==> src/rtl/aed_pkg.sv <==
package aed_pkg;

    typedef enum logic [1:0] {
        ST_IDLE  = 2'd0,
        ST_BITS  = 2'd1,
        ST_AHIGH = 2'd2,
        ST_ENDW  = 2'd3
    } aed_state_e;

    typedef struct packed {
        logic a_fall;
        logic b_fall;
        logic a_lvl;
        logic b_lvl;
    } aed_lines_t;

    function automatic logic aed_both_high(aed_lines_t l);
        return l.a_lvl & l.b_lvl;
    endfunction

    function automatic logic aed_any_fall(aed_lines_t l);
        return l.a_fall | l.b_fall;
    endfunction

endpackage

==> src/rtl/aed_edge.sv <==
module aed_edge
    import aed_pkg::*;
(
    input  logic       clk,
    input  logic       rst,
    input  logic       line_a,
    input  logic       line_b,
    output aed_lines_t lines
);
    logic prev_a;
    logic prev_b;

    always_ff @(posedge clk) begin
        if (rst) begin
            prev_a <= 1'b1;
            prev_b <= 1'b1;
        end else begin
            prev_a <= line_a;
            prev_b <= line_b;
        end
    end

    always_comb begin
        lines.a_fall = prev_a & ~line_a;
        lines.b_fall = prev_b & ~line_b;
        lines.a_lvl  = line_a;
        lines.b_lvl  = line_b;
    end

endmodule

==> src/rtl/aed_shifter.sv <==
module aed_shifter #(
    parameter int BYTE_BITS = 8
) (
    input  logic                 clk,
    input  logic                 rst,
    input  logic                 clear,
    input  logic                 shift_en,
    input  logic                 bit_in,
    input  logic                 load,
    output logic                 acc_zero,
    output logic                 byte_valid,
    output logic [BYTE_BITS-1:0] byte_data
);
    logic [BYTE_BITS-1:0] acc;

    always_ff @(posedge clk) begin
        if (rst) begin
            acc        <= '0;
            byte_valid <= 1'b0;
            byte_data  <= '0;
        end else begin
            byte_valid <= load;
            if (load) begin
                byte_data <= acc;
            end
            if (clear) begin
                acc <= '0;
            end else if (shift_en) begin
                acc <= {acc[BYTE_BITS-2:0], bit_in};
            end
        end
    end

    assign acc_zero = (acc == '0);

    // published byte only moves on a load
    a_r4_byte_held: assert property (@(posedge clk) disable iff (rst)
        !load |=> $stable(byte_data));

endmodule

==> src/rtl/aed_seq.sv <==
module aed_seq
    import aed_pkg::*;
#(
    parameter int PAIRS = 4,
    parameter int CW    = 3
) (
    input  logic       clk,
    input  logic       rst,
    input  logic       frame_go,
    input  aed_lines_t lines,
    input  logic       acc_zero,
    output logic       clear,
    output logic       shift_en,
    output logic       bit_in,
    output logic       load,
    output logic       end_of_frame,
    output logic       frame_error
);
    localparam logic [CW-1:0] LAST = CW'(PAIRS);
    localparam logic [CW-1:0] ONE  = CW'(1);

    aed_state_e    st, st_n;
    logic [CW-1:0] ca, ca_n, cb, cb_n;
    logic          first, first_n;
    logic          ev_end, ev_err;

    always_comb begin
        st_n     = st;
        ca_n     = ca;
        cb_n     = cb;
        first_n  = first;
        clear    = 1'b0;
        shift_en = 1'b0;
        bit_in   = 1'b0;
        load     = 1'b0;
        ev_end   = 1'b0;
        ev_err   = 1'b0;
        unique case (st)
            ST_IDLE: begin
                if (frame_go) begin
                    st_n    = ST_BITS;
                    clear   = 1'b1;
                    ca_n    = '0;
                    cb_n    = '0;
                    first_n = 1'b1;
                end
            end
            ST_BITS: begin
                if (lines.a_fall && lines.b_fall) begin
                    ev_err = 1'b1;
                end else if (lines.a_fall) begin
                    if (ca == cb) begin
                        shift_en = 1'b1;
                        bit_in   = lines.b_lvl;
                        ca_n     = ca + 1'b1;
                    end else if (ca == ONE && cb == '0 && acc_zero && !lines.b_lvl) begin
                        st_n = ST_ENDW;
                    end else begin
                        ev_err = 1'b1;
                    end
                end else if (lines.b_fall) begin
                    if (ca == cb + 1'b1) begin
                        shift_en = 1'b1;
                        bit_in   = lines.a_lvl;
                        cb_n     = cb + 1'b1;
                        if (cb + 1'b1 == LAST) begin
                            st_n = ST_AHIGH;
                        end
                    end else if (ca == '0 && cb == '0 && lines.a_lvl && first) begin
                        first_n = 1'b0;
                    end else begin
                        ev_err = 1'b1;
                    end
                end
            end
            ST_AHIGH: begin
                if (lines.a_lvl) begin
                    load    = 1'b1;
                    clear   = 1'b1;
                    st_n    = ST_BITS;
                    ca_n    = '0;
                    cb_n    = '0;
                    first_n = 1'b1;
                end
            end
            ST_ENDW: begin
                if (aed_any_fall(lines)) begin
                    ev_err = 1'b1;
                end else if (aed_both_high(lines)) begin
                    ev_end = 1'b1;
                    st_n   = ST_IDLE;
                end
            end
            default: st_n = ST_IDLE;
        endcase
        if (ev_err) begin
            st_n = ST_IDLE;
        end
    end

    always_ff @(posedge clk) begin
        if (rst) begin
            st           <= ST_IDLE;
            ca           <= '0;
            cb           <= '0;
            first        <= 1'b1;
            end_of_frame <= 1'b0;
            frame_error  <= 1'b0;
        end else begin
            st           <= st_n;
            ca           <= ca_n;
            cb           <= cb_n;
            first        <= first_n;
            end_of_frame <= ev_end;
            frame_error  <= ev_err;
        end
    end

    // during collection the A count leads the B count by zero or one
    a_r2_edge_order: assert property (@(posedge clk) disable iff (rst)
        (st == ST_BITS) |-> (ca == cb || ca == cb + 1'b1));
    // no more than PAIRS B-samples per byte
    a_r3_cb_limit: assert property (@(posedge clk) disable iff (rst)
        cb <= LAST);
    // an end strobe leaves the block idle
    a_r6_idle_after_end: assert property (@(posedge clk) disable iff (rst)
        end_of_frame |-> st == ST_IDLE);
    // an error strobe leaves the block idle
    a_r8_idle_after_error: assert property (@(posedge clk) disable iff (rst)
        frame_error |-> st == ST_IDLE);

endmodule

==> src/rtl/aed_deserializer.sv <==
module aed_deserializer
    import aed_pkg::*;
#(
    parameter int BYTE_BITS = 8
) (
    input  logic                 clk,
    input  logic                 rst,
    input  logic                 frame_go,
    input  logic                 line_a,
    input  logic                 line_b,
    output logic                 byte_valid,
    output logic [BYTE_BITS-1:0] byte_data,
    output logic                 end_of_frame,
    output logic                 frame_error
);
    localparam int PAIRS = BYTE_BITS / 2;
    localparam int CW    = $clog2(PAIRS + 1);

    aed_lines_t lines;
    logic       clear, shift_en, bit_in, load, acc_zero;

    aed_edge u_edge (
        .clk    (clk),
        .rst    (rst),
        .line_a (line_a),
        .line_b (line_b),
        .lines  (lines)
    );

    aed_seq #(.PAIRS(PAIRS), .CW(CW)) u_seq (
        .clk          (clk),
        .rst          (rst),
        .frame_go     (frame_go),
        .lines        (lines),
        .acc_zero     (acc_zero),
        .clear        (clear),
        .shift_en     (shift_en),
        .bit_in       (bit_in),
        .load         (load),
        .end_of_frame (end_of_frame),
        .frame_error  (frame_error)
    );

    aed_shifter #(.BYTE_BITS(BYTE_BITS)) u_shift (
        .clk        (clk),
        .rst        (rst),
        .clear      (clear),
        .shift_en   (shift_en),
        .bit_in     (bit_in),
        .load       (load),
        .acc_zero   (acc_zero),
        .byte_valid (byte_valid),
        .byte_data  (byte_data)
    );

    // byte strobe lasts one cycle
    a_r4_single_strobe: assert property (@(posedge clk) disable iff (rst)
        byte_valid |=> !byte_valid);
    // strobes are mutually exclusive
    a_r8_one_event: assert property (@(posedge clk) disable iff (rst)
        $onehot0({byte_valid, end_of_frame, frame_error}));

endmodule

==> config.mk <==
export PLATFORM = sky130hd
export DESIGN_NAME = aed_deserializer
export DESIGN_NICKNAME = d
export VERILOG_FILES = /design/src/rtl/aed_pkg.sv /design/src/rtl/aed_edge.sv /design/src/rtl/aed_shifter.sv /design/src/rtl/aed_seq.sv /design/src/rtl/aed_deserializer.sv
export SDC_FILE = /design/constraint.sdc
export NUM_CORES = 1
export LEC_CHECK = 0
export BUFFER_PORTS_ARGS = -buffer_cell sky130_fd_sc_hd__buf_4
export CORE_MARGIN = 2
export CORE_UTILIZATION = 62
export DETAILED_ROUTE_END_ITERATION = 10
export GPL_TIMING_DRIVEN = 0
export PLACE_DENSITY_LB_ADDON = 0.08
export SLEW_MARGIN = 20
export SYNTH_ARGS = -nofsm -noshare
export SYNTH_HDL_FRONTEND = slang
export SYNTH_SLANG_ARGS = --single-unit
==> constraint.sdc <==
create_clock -name clk -period 3.9 [get_ports clk]
set_input_delay 0.195 -clock clk [delete_from_list [all_inputs] [get_ports clk]]
set_output_delay 0.195 -clock clk [all_outputs]
set_load 0.01 [all_outputs]
==> metrics.txt <==
status=completed; gr ovfl total=0; Final nets=206; GRT met1 Usage=0.327; critical path data arrival time=2.20 ns; Yosys top cell area share=0.381; VDD IR max=0.000287 V; layout cell share with drive strength beyond 1=0.235; Pwr Total=577 µW; Critical-path top delay cell=dfxtp_1; setup violators final=0; most common cell in the synthesized netlist=dfxtp_1; DRT iter0 DRCs=38; core area=0.00243 mm²; critical path cell sequence=ha_1 -> ha_1 -> xor2_1 -> and3_1 -> buf_6 -> a22o_4 -> a21oi_2 -> nor3_2; switching pwr=154 µW; syn nets=184; library cells used by synthesis=44; met3 usage=0.0820; Clock transition at path regs=0.10 ns; top_reg_cell synth=dfxtp_1; Hold Crit Class=input port to flip-flop; post-DR vias/cell=5.82; Post-Syn Area=0.00158 mm²; TritonCTS clock tree=yes; Yosys top cell by area=dfxtp_1; Sequential Power Share=0.542; RSZ-0062 raised after global routing=false; PD cells=322 mW/mm²; root buf cell=clkbuf_4; crit-path max cell delay=0.37 ns; cell family with most CP delay=adder cells; number of flops mapped to enable cells by yosys=0; register area share after synthesis=0.381; Clock Sinks=30; fill count=184; asr flop ratio synth=0; Least-Margin Pin Slew=0.474 ns; gr usage total=0.264; utilization after layout=0.736; area growth from synthesis to layout=13.6%; cell count after synthesis=173; via count=1316; ANT cells=0; startpoint types=flip-flop; ANT nets after route=0; Max FO, Critical Path=8; post-route minimum period=1.98 ns; Comb pwr share=0.117; drt pass-1 iters=4; Final Hold Fails=0; kind of critical path=flip-flop to flip-flop; Int Pwr=423 µW; Avg WL per Cell=14.4 µm; gpl congestion=0.876; Req. time, crit path=4.12 ns; TNS Setup=0 ns; GR peak layer=met2; I/O pins=16; Starting Density=0.648; CTS buffer count=5; clock power share=0.341; #FFs+latches synth=30; Die Wd=54.4 µm; top post-synthesis cells by area=dfxtp_1 (38%), mux2i_1 (6.4%), ha_1 (4.8%); clk_skew=0.0153 ns; clk_lat worst skew=0.33 ns; Final Cycle Share=0.508; most used cell, CP=ha_1; CP endpoint kind=flip-flop; clk buf depth=2; post_cts resized=0; Hold-fix buffers, CTS=0; commonest cells in the netlist=dfxtp_1 (30), nor2_1 (20), a21oi_1 (11), mux2i_1 (10); setup bufs post-CTS=0; sw frac=0.268; met2 usage=0.412; Port-buffer cells=15; post-DP HPWL=2450 µm; largest net degree at the start of global routing=11; initial antenna violation count=0; die area=0.00296 mm²; Worst Path Buf+Inv=1; # H-tree levels=2; row count=18; residual DRC count=0; post-route cell area=0.00179 mm²; # Max-Cap Violations=0; Cell Area, Placed=0.00173 mm²; height of the chip=54.4 µm; P_leak=0.734 nW; WL final=3250 µm; maximum clock rate=505 MHz; max-slew violation count=0; Ys Warns=0; Avg Cell Area, Syn=9.11 µm²; first-pass GRT wire length=5500 µm; max_slew headroom=0.684; vias in the first global route=1258
==> area by class of cell <==
class	count	area (µm²)	area share
multi-input combinational	124	866	0.484
sequential	30	601	0.336
timing repair buffer	15	113	0.0629
buffer	10	75.1	0.0420
clock buffer	6	51.3	0.0287
tap	30	37.5	0.0210
inverter	9	33.8	0.0189
clock inverter	2	12.5	0.00699
==> worst reg2reg max path: cells and delay by family (launching register included) <==
family / cells / cell delay [ns]
adders and majority gates: 2 / 0.52
AOI/OAI and AO/OA: 2 / 0.44
DFF: 1 / 0.37
and+or+nand+nor: 2 / 0.25
xor gates and xnor gates: 1 / 0.16
buffers and inverters: 1 / 0.14
==> placed cells by master (no fill, tap or decap), types with 3 or more instances in the layout <==
cell / instances
xnor2_1: 5
o21ai_0: 9
nand3_1: 9
mux2i_1: 10
nor3_1: 3
a21oi_1: 11
inv_1: 9
ha_1: 6
a22oi_1: 3
dfxtp_1: 30
or2_2: 3
nand4_1: 6
nor2_1: 20
buf_6: 4
nand2_1: 6
buf_2: 3
buf_4: 16
clkbuf_4: 5
==> flip-flops by register name, indices dropped and copies added, names as in the netlist <==
| register | cells |
|---|---|
| u_seq.end_of_frame | 1 |
| u_seq.first | 1 |
| u_seq.st | 2 |
| u_seq.ca | 3 |
| u_seq.cb | 3 |
| u_shift.acc | 8 |
| u_edge.prev_b | 1 |
| u_shift.byte_data | 8 |
| u_seq.frame_error | 1 |
| u_shift.byte_valid | 1 |
| u_edge.prev_a | 1 |
==> per-layer routing <==
layer / vias to the layer above / wire [µm] / share of wire
met5: - / 0 / 0
met4: 0 / 79 / 0.024
met3: 9 / 176 / 0.054
met2: 45 / 1540 / 0.47
met1: 602 / 1450 / 0.45
li1: 660 / - / -
==> power groups by stage <==
stage / combinational [mW] / sequential (mW) / clock [mW]
after floorplan: 0.0503 / 0.319 / 0
after global placement: 0.0645 / 0.320 / 0
after detailed placement: 0.0667 / 0.320 / 0
after CTS: 0.0670 / 0.313 / 0.200
after global routing: 0.0741 / 0.314 / 0.214
final: 0.0677 / 0.313 / 0.196
==> logic make-up after synthesis <==
group | after synthesis | share of synthesized area
adders and majority gates | 6 | 0.0477
DFF | 30 | 0.381
and+or+nand+nor | 63 | 0.218
xor gates and xnor gates | 7 | 0.0389
AOI/OAI and AO/OA | 37 | 0.175
buffers and inverters | 19 | 0.0691
muxes | 11 | 0.0707
==> through the flow <==
stage	std cells	hold slack (ns)	setup WS [ns]
6_report	226	0.126	1.92
2_1_floorplan	173	0.302	2.05
3_3_place_gp	218	0.448	1.99
5_1_grt	226	0.106	1.76
4_1_cts	226	0.114	1.92
3_5_place_dp	218	0.455	1.95
==> worst paths after layout <==
path             startpoint              to  slack, ns  cells past startpoint
min reg2reg  u_shift.acc[7]  u_shift.acc[7]       0.51                      2
max reg2reg     u_seq.cb[0]  u_shift.acc[0]       1.92                      8
max             u_seq.cb[0]  u_shift.acc[0]       1.92                      8
min                  line_b   u_edge.prev_b       0.13                      2
No activity file was read; power rests on OpenSTA's default activity.
